<file path="src/rtl/stw_pkg.sv">
package stw_pkg;
  typedef enum logic [1:0] {
    STW_OK        = 2'd0,
    STW_BAD_SID   = 2'd1,
    STW_FETCH     = 2'd2,
    STW_BAD_ENTRY = 2'd3
  } stw_fault_e;

  typedef enum logic [1:0] {
    ST_IDLE,
    ST_RD_REQ,
    ST_RD_WAIT,
    ST_DONE
  } stw_state_e;
endpackage

</file>
<file path="src/rtl/stw_index.sv">
module stw_index #(
  parameter int SID_W    = 16,
  parameter int SID_BITS = 12,
  parameter int ADDR_W   = 52,
  parameter int SPLIT_W  = 5,
  parameter int ENTRY_LG = 6,
  parameter int DESC_LG  = 3
) (
  input  logic [SID_W-1:0]   sid,
  input  logic [SPLIT_W-1:0] split,
  input  logic [ADDR_W-1:0]  base,
  output logic               sid_oor,
  output logic [ADDR_W-1:0]  l1_addr,
  output logic [SID_W-1:0]   l2_idx,
  output logic [ADDR_W-1:0]  lin_addr
);
  logic [ADDR_W-1:0] base_al;
  logic [SID_W-1:0]  l1_idx;

  assign base_al = {base[ADDR_W-1:ENTRY_LG], {ENTRY_LG{1'b0}}};
  assign l1_idx  = sid >> split;
  assign l2_idx  = sid & ~({SID_W{1'b1}} << split);
  assign l1_addr  = base_al + (ADDR_W'(l1_idx) << DESC_LG);
  assign lin_addr = base_al + (ADDR_W'(sid) << ENTRY_LG);

  generate
    if (SID_BITS >= SID_W) begin : g_full_range
      assign sid_oor = 1'b0;
    end else begin : g_limited_range
      assign sid_oor = (sid >> SID_BITS) != '0;
    end
  endgenerate
endmodule

</file>
<file path="src/rtl/stw_desc_check.sv">
module stw_desc_check
  import stw_pkg::*;
#(
  parameter int SID_W    = 16,
  parameter int ADDR_W   = 52,
  parameter int ENTRY_LG = 6,
  parameter int SPAN_W   = 5,
  parameter int PTR_LO   = 6,
  parameter int PTR_HI   = 51
) (
  input  logic [63:0]       desc,
  input  logic              bus_err,
  input  logic [SID_W-1:0]  l2_idx,
  input  logic [ADDR_W-1:0] l1_addr,
  output stw_fault_e        fault,
  output logic [ADDR_W-1:0] addr
);
  logic [SPAN_W-1:0] span;
  logic [63:0]       ptr64;
  logic              over;
  logic [ADDR_W-1:0] entry;

  assign span  = desc[SPAN_W-1:0];
  assign ptr64 = 64'(desc[PTR_HI:PTR_LO]) << PTR_LO;
  assign over  = (l2_idx >> span) != '0;
  assign entry = ptr64[ADDR_W-1:0] + (ADDR_W'(l2_idx) << ENTRY_LG);

  always_comb begin
    fault = STW_OK;
    addr  = entry;
    if (bus_err) begin
      fault = STW_FETCH;
      addr  = l1_addr;
    end else if (span == '0) begin
      fault = STW_BAD_SID;
      addr  = '0;
    end else if (over) begin
      fault = STW_BAD_ENTRY;
      addr  = '0;
    end
  end
endmodule

</file>
<file path="src/rtl/stw_walker.sv">
module stw_walker
  import stw_pkg::*;
#(
  parameter int SID_W    = 16,
  parameter int SID_BITS = 12,
  parameter int ADDR_W   = 52,
  parameter int SPLIT_W  = 5
) (
  input  logic               clk,
  input  logic               rst_n,
  input  logic               req_valid,
  output logic               req_ready,
  input  logic [SID_W-1:0]   req_sid,
  input  logic [ADDR_W-1:0]  cfg_base,
  input  logic [1:0]         cfg_fmt,
  input  logic [SPLIT_W-1:0] cfg_split,
  output logic               mem_req_valid,
  input  logic               mem_req_ready,
  output logic [ADDR_W-1:0]  mem_req_addr,
  input  logic               mem_rsp_valid,
  input  logic [63:0]        mem_rsp_data,
  input  logic               mem_rsp_err,
  output logic               res_valid,
  input  logic               res_ready,
  output logic [1:0]         res_fault,
  output logic [ADDR_W-1:0]  res_addr
);
  localparam int ENTRY_LG = 6;
  localparam int DESC_LG  = 3;

  stw_state_e        state_q;
  logic [ADDR_W-1:0] l1_addr_q;
  logic [SID_W-1:0]  l2_idx_q;
  stw_fault_e        fault_q;
  logic [ADDR_W-1:0] addr_q;

  logic              sid_oor;
  logic [ADDR_W-1:0] l1_addr_c;
  logic [SID_W-1:0]  l2_idx_c;
  logic [ADDR_W-1:0] lin_addr_c;
  stw_fault_e        chk_fault;
  logic [ADDR_W-1:0] chk_addr;
  logic              accept;

  stw_index #(
    .SID_W(SID_W), .SID_BITS(SID_BITS), .ADDR_W(ADDR_W),
    .SPLIT_W(SPLIT_W), .ENTRY_LG(ENTRY_LG), .DESC_LG(DESC_LG)
  ) u_index (
    .sid(req_sid), .split(cfg_split), .base(cfg_base),
    .sid_oor(sid_oor), .l1_addr(l1_addr_c), .l2_idx(l2_idx_c),
    .lin_addr(lin_addr_c)
  );

  stw_desc_check #(
    .SID_W(SID_W), .ADDR_W(ADDR_W), .ENTRY_LG(ENTRY_LG)
  ) u_check (
    .desc(mem_rsp_data), .bus_err(mem_rsp_err), .l2_idx(l2_idx_q),
    .l1_addr(l1_addr_q), .fault(chk_fault), .addr(chk_addr)
  );

  assign req_ready     = (state_q == ST_IDLE);
  assign accept        = req_ready && req_valid;
  assign mem_req_valid = (state_q == ST_RD_REQ);
  assign mem_req_addr  = l1_addr_q;
  assign res_valid     = (state_q == ST_DONE);
  assign res_fault     = fault_q;
  assign res_addr      = addr_q;

  always_ff @(posedge clk or negedge rst_n) begin
    if (!rst_n) begin
      state_q   <= ST_IDLE;
      l1_addr_q <= '0;
      l2_idx_q  <= '0;
      fault_q   <= STW_OK;
      addr_q    <= '0;
    end else begin
      unique case (state_q)
        ST_IDLE: if (accept) begin
          if (sid_oor) begin
            fault_q <= STW_BAD_SID;
            addr_q  <= '0;
            state_q <= ST_DONE;
          end else if (cfg_fmt == 2'd1) begin
            l1_addr_q <= l1_addr_c;
            l2_idx_q  <= l2_idx_c;
            state_q   <= ST_RD_REQ;
          end else begin
            fault_q <= STW_OK;
            addr_q  <= lin_addr_c;
            state_q <= ST_DONE;
          end
        end
        ST_RD_REQ: if (mem_req_ready) state_q <= ST_RD_WAIT;
        ST_RD_WAIT: if (mem_rsp_valid) begin
          fault_q <= chk_fault;
          addr_q  <= chk_addr;
          state_q <= ST_DONE;
        end
        ST_DONE: if (res_ready) state_q <= ST_IDLE;
        default: state_q <= ST_IDLE;
      endcase
    end
  end

  // result held until taken
  a_r9_res_hold: assert property (@(posedge clk) disable iff (!rst_n)
    res_valid && !res_ready |=> res_valid && $stable(res_fault) && $stable(res_addr));
  // no new request accepted while one is in flight
  a_r9_single: assert property (@(posedge clk) disable iff (!rst_n)
    req_ready |-> !res_valid && !mem_req_valid);
  // memory request held until taken
  a_r10_mem_hold: assert property (@(posedge clk) disable iff (!rst_n)
    mem_req_valid && !mem_req_ready |=> mem_req_valid && $stable(mem_req_addr));
  // descriptor reads are 8-byte aligned
  a_r4_desc_align: assert property (@(posedge clk) disable iff (!rst_n)
    mem_req_valid |-> mem_req_addr[DESC_LG-1:0] == '0);
  // successful results are entry aligned
  a_r8_entry_align: assert property (@(posedge clk) disable iff (!rst_n)
    res_valid && res_fault == 2'd0 |-> res_addr[ENTRY_LG-1:0] == '0);
  // out-of-range identifier never reaches memory
  a_r1_no_read: assert property (@(posedge clk) disable iff (!rst_n)
    accept && sid_oor |=> res_valid && res_fault == 2'd1);
endmodule

</file>
<file path="config.mk">
export PLATFORM = sky130hd
export DESIGN_NAME = stw_walker
export DESIGN_NICKNAME = d
export VERILOG_FILES = /design/src/rtl/stw_pkg.sv /design/src/rtl/stw_index.sv /design/src/rtl/stw_desc_check.sv /design/src/rtl/stw_walker.sv
export SDC_FILE = /design/constraint.sdc
export NUM_CORES = 1
export LEC_CHECK = 0
export BUFFER_PORTS_ARGS = -buffer_cell sky130_fd_sc_hd__buf_2
export CAP_MARGIN = 20
export CORE_MARGIN = 2
export CORE_UTILIZATION = 50
export DETAILED_ROUTE_END_ITERATION = 8
export GPL_TIMING_DRIVEN = 0
export PLACE_DENSITY_LB_ADDON = 0.05
export SYNTH_ARGS = -nofsm -noshare
export SYNTH_HDL_FRONTEND = slang
export SYNTH_SLANG_ARGS = --single-unit
</file>
<file path="constraint.sdc">
create_clock -name clk -period 2.6 [get_ports clk]
set_input_delay 0.13 -clock clk [delete_from_list [all_inputs] [get_ports clk]]
set_output_delay 0.13 -clock clk [all_outputs]
set_load 0.02 [all_outputs]
</file>
# Word level (Yosys, flattened, before mapping)
# Index checks and enable logic that the tools add are counted.
dict set report totals {
  rom_bits 0
  regBits 124
  elab_cells 55
  in_bits 146
  ram_bits 0
  out_inout_bits 109
  latchBits 0
  mem_count 0
}
dict set report classes {
  order_cmp 0
  n_shift 3
  n_mux 23
  multipliers 0
  add_sub_neg 3
  eq_ne 9
  bitwise_logic 3
  div 0
  n_reduce_logical 9
}
# operator n
set op_table {}
lappend op_table {{two-way mux 52 bit} 7}
lappend op_table {{adder 52 x 22 -> 52 bit} 2}
lappend op_table {{case mux 52 bit (2 select lines)} 1}
lappend op_table {{adder 52 x 19 -> 52 bit} 1}
lappend op_table {{nonzero test 16 bit} 2}
lappend op_table {{right shift 16 x 5 -> 16 bit} 2}
lappend op_table {{two-way mux 2 bit} 13}
lappend op_table {{bitwise AND 16 bit} 1}
lappend op_table {{inverter 16 bit} 1}
lappend op_table {{<< shifter 16 x 5 -> 16 bit (first input constant)} 1}
lappend op_table {{AND reduction 4 bit} 3}
lappend op_table {{case mux 2 bit (4 select lines)} 1}
lappend op_table {{!= test 2 x 1 -> 1 bit (second input constant)} 3}
lappend op_table {{zero test 5 bit} 1}
lappend op_table {{equality test 2 x 1 -> 1 bit (second input constant)} 2}
lappend op_table {{equality test 2 bit (second input constant)} 2}
lappend op_table {{case mux 2 bit (2 select lines)} 1}
lappend op_table {{!= test 3 bit (second input constant)} 1}
lappend op_table {{zero test 2 bit} 1}
lappend op_table {{!= test 2 bit (second input constant)} 1}
lappend op_table {{nonzero test 2 bit} 1}
lappend op_table {{logical AND 1 bit} 1}
lappend op_table {{inverter 1 bit} 1}

# Logic depth before layout (Yosys ltp)
dict set report logic_depth {
  word_depth 7
  ltp_mapped 17
  ltp_nobuf 16
}

# Hierarchy
# A second synthesis with hierarchy kept.
dict set report unflattened {
  hier_cells 1167
  area_unflattened_um2 11224.5
}
# module instances area_each_um2 seq_area_each_um2 cells_per_inst
set by_module_without_submodules {}
lappend by_module_without_submodules {stw_walker 1 5504.0 3103.0 354}
lappend by_module_without_submodules {stw_index 1 3462.1 0.0 503}
lappend by_module_without_submodules {stw_desc_check 1 2258.4 0.0 310}

# Worst setup path after synthesis
# OpenSTA, ideal clock, no wires.
dict set report synth_path {
  path_type {in2reg}
  start {in cfg_split[0]}
  end {reg l1_addr_q[38] (netlist: mem_req_addr[38])}
  arrival_time_ns 3.513
  slack_ns -1.042
  setup_ns 0.129
  path_stages 17
  path_cell_list {buf_2 -> clkbuf_1 -> mux2i_1 -> a21oi_1 -> nor2b_1 -> a31oi_1 -> a211oi_1 -> ha_1 -> inv_1 -> fa_1 -> nor2b_1 -> o31ai_2 -> a211oi_2 -> o311ai_4 -> a2111o_1 -> xor2_1 -> o21ai_1}
}
dict set report synth_between {
  elab_chain_cells 2
}
# element line_no
set synth_lines {}
lappend synth_lines {{start: declaration} stw_walker.sv:16} ;# input logic [SPLIT_W-1:0] cfg_split,
lappend synth_lines {{right shift 16 x 5 -> 16 bit} stw_index.sv:21} ;# assign l1_idx = sid >> split;
lappend synth_lines {{adder 52 x 19 -> 52 bit} stw_index.sv:23} ;# assign l1_addr = base_al + (ADDR_W'(l1_idx) << DESC_LG);
lappend synth_lines {{end signal: assignment} stw_walker.sv:84} ;# l1_addr_q <= l1_addr_c;
lappend synth_lines {{end: declaration} stw_walker.sv:32} ;# logic [ADDR_W-1:0] l1_addr_q;
# Every way passes these cells.
# A chain may end at the register's enable or synchronous reset.

# Final worst setup path
dict set report layout_path {
  start {in cfg_split[0]}
  end {reg l1_addr_q[36] (netlist: mem_req_addr[36])}
}
# Same word-level chain as after synthesis.

==> impl_metrics.json <==
{
  "status": "finished with violations",
  "violations": "negative setup slack",
  "die_area_um2": 22300,
  "cts.sinks": 118,
  "hold_depth": 4,
  "cts_buffer_depth": 2,
  "required_ns": 2.88,
  "whs_endpoint": "res_addr[44]",
  "grt_antenna_before_repair": 1,
  "worst_r2r_endpoint": "res_addr[36]",
  "crit_chain": "buf_8 -> buf_12 -> clkbuf_16 -> buf_8 -> mux2i_4 -> mux2i_2 -> a211oi_2 -> a211oi_2 -> ha_2 -> inv_2 -> fa_2 -> nor2b_4 -> o31ai_4 -> a211oi_4 -> o311ai_4 -> a2111oi_2 -> xnor2_1 -> o21ai_1",
  "p_per_area_nw_per_um2": 733,
  "antennaDiodeCount": 0,
  "hold_violations": 0,
  "whs_ns": 0.000613,
  "rows": 53,
  "rsz0062_at_grt": "true",
  "slew_viol_final": 0,
  "worst-path-buf-inv": 5,
  "fin_area_um2": 13800,
  "cts.htree.levels": 4,
  "yosysTopAreaCell": "dfrtp_1",
  "start_util_pct": 50.5,
  "ys.flop_type": "dfrtp_1",
  "ys.warnings.count": 0,
  "slew_headroom_pct": 46.1,
  "clock_skew_ns": 0.00861,
  "post_dp_cell_area_um2": 12200,
  "setup_viol": 51,
  "startpoint_type": "input pin",
  "crit_path_max_incr_delay_ns": 0.44,
  "final_nets": 1810,
  "crit_slowest_cell": "a2111oi_2",
  "io_pins": 255,
  "timing.final.crit_share_pct": 130,
  "worst_slew_pin_slew_ns": 0.809,
  "wl_um": 45000,
  "fmax_mhz": 295,
  "gr-total-overflow": 0,
  "hp-start": "mem_rsp_data[44]",
  "wl_per_cell_um": 23.7,
  "die_h_um": 149,
  "syn_area_um2": 10500,
  "arrival_ns": 3.66,
  "grt.total_usage_pct": 39.6,
  "min_period_ns": 3.38,
  "numCtsBuffers": 17,
  "ant_nets": 0,
  "syn_avg_cell_area_um2": 7.96,
  "synth_edf_count": 0,
  "grt_max_degree": 95,
  "drcViolationCount": 0,
  "place_hpwl_um": 33600,
  "synth_common_cells": "nand2_1, dfrtp_1, nor2_1",
  "areaGrowthSynthToFinish_pct": 30.8,
  "synthTopCellsByArea": "dfrtp_1, ha_1, nand2_1",
  "synth_top_area_share_pct": 28.0,
  "syn_inst": 1325,
  "path_class": "in -> reg",
  "p_leak_nw": 6.13,
  "crit_fanout": 7,
  "vias": 12383,
  "ys_seq_area_share_pct": 28.0,
  "viasPerCell": 6.52,
  "clk_pin_slew_worst_paths_ns": 0.06,
  "dr.pass1.iters": 8,
  "synth_cell_types": 90,
  "ff2ff_setup_slack_ns": -0.16,
  "grt_pass1_wl_um": 66200,
  "hp-class": "in -> reg",
  "worst_slack_ns": -0.784,
  "dieWidth_um": 149,
  "drt_iter0_drc": 1558,
  "insertion_delay_ns": 0.43,
  "max_cap_violations": 0,
  "peakVddDrop_uv": 569,
  "gp_congestion": 0.987,
  "core_um2": 20900,
  "crit_path_end_kind": "flip-flop",
  "clock-root-buffer": "clkbuf_16",
  "grt_pass1_vias": 11112,
  "rr_worst_depth": 12,
  "crit_family": "compound AO/OA/AOI/OAI gates",
  "rr_startpoint": "l2_idx_q[0]",
  "ys_ff_latch": 118,
  "cts_tree": "yes",
  "synth.most_common_cell": "nand2_1",
  "async_flop_share_pct": 100,
  "io_buffers": 217,
  "drive_above_1_share_pct": 30.3
}
state kept, by name, summed over array words and instances (netlist names):
register,cells
l2_idx_q,16
res_addr,49
mem_req_addr,49
res_fault,2
state_q,2
through the flow:
stage	worst slack, ns	power (mW)	setup TNS (ns)	util, %	instances
5_1_grt	-0.880	10.6	-24.70	66.0	1899
3_3_place_gp	-1.46	7.07	-107.14	58.1	1822
4_1_cts	-0.680	9.75	-21.88	63.7	1888
6_report	-0.784	10.1	-17.48	66.0	1899
3_5_place_dp	-1.45	7.13	-76.99	58.3	1823
2_1_floorplan	-0.602	5.39	-11.98	-	1330
placed cells by master, fill, tap and decap left out, types with 15 or more instances in the layout:
cell type,synthesis,layout
clkbuf_16,0,18
nand4_1,17,17
o21ai_0,105,79
nand3_1,55,55
or3_1,21,20
buf_4,8,47
and3_1,19,19
nand2_1,141,139
nor3_1,40,33
o21a_1,25,23
dfrtp_1,118,118
o21ai_1,14,31
o211ai_1,21,21
a21oi_1,78,61
clkbuf_2,1,18
a31oi_1,28,27
xnor2_1,32,26
clkbuf_1,52,26
nor2_1,114,112
inv_1,40,37
xor2_1,38,32
ha_1,49,43
nor2b_1,17,15
buf_2,21,235
how the worst max path moves through the flow:
| stage | endpoint | start | slack, ns | cells after the start |
|---|---|---|---|---|
| final | mem_req_addr[36] | cfg_split[0] | -0.78 | 18 |
| after global routing | mem_req_addr[36] | cfg_split[0] | -0.88 | 18 |
| after CTS | mem_req_addr[38] | cfg_split[0] | -0.68 | 18 |
| after detailed placement | mem_req_addr[38] | cfg_split[0] | -1.45 | 18 |
| after global placement | mem_req_addr[38] | cfg_split[0] | -1.46 | 18 |
| after floorplan | mem_req_addr[38] | cfg_split[0] | -0.60 | 17 |
worst min-delay path: cells and delay by family:
family / cells / cell delay, ns
compound gates: 1 / 0.05
xor+xnor: 1 / 0.06
buf+inv: 1 / 0.10
simple gates: 1 / 0.06
power by group:
group / switching, mW / total (mW) / internal (mW) / leakage [nW]
combinational: 3.17 / 4.87 / 1.70 / 4.30
clock: 0.993 / 2.43 / 1.44 / 0.275
sequential: 0.460 / 2.81 / 2.35 / 1.56
total: 4.62 / 10.1 / 5.49 / 6.13
final cells by class:
| class | count | area, um^2 |
|---|---|---|
| multi-input combinational | 1086 | 7740 |
| fill | 1853 | 7110 |
| sequential | 118 | 2950 |
| timing repair buffer | 264 | 1520 |
| buffer | 85 | 482 |
| clock buffer | 18 | 439 |
| tap | 275 | 344 |
| clock inverter | 13 | 151 |
| inverter | 40 | 150 |
per-layer routing:
layer | vias up | track usage, % | share of wire (%)
met4 | 0 | 10.1 | 2.4
met3 | 93 | 12.7 | 14
met5 | - | 0 | 0
met2 | 879 | 58.0 | 43
met1 | 5911 | 56.5 | 41
li1 | 5500 | - | -
cells by family (layout without fill, tap and decap cells):
| family | Yosys count | in the layout | share of synthesized area (%) |
|---|---|---|---|
| adder cells (fa/ha/maj) | 52 | 52 | 6.39 |
| AND/OR/NAND/NOR | 499 | 500 | 23.5 |
| buffers and inverters | 127 | 420 | 5.07 |
| other | 1 | 6 | 0.0356 |
| multiplexers | 28 | 28 | 3.44 |
| XOR/XNOR | 70 | 70 | 5.82 |
| AO/OA/AOI/OAI | 430 | 430 | 27.7 |
| flip-flops | 118 | 118 | 28.0 |
timing repair:
| item | in CTS | in global routing |
|---|---|---|
| endpoints found under the hold margin | 28 | 0 |
| hold buffers | 1 | 0 |
| setup endpoints to repair | 108 | 115 |
| setup buffers | 33 | 13 |
| cloned | 1 | 1 |
| resized for setup | 77 | 107 |
| pin swaps | 42 | 44 |
Power figures use the tool's default switching activity.
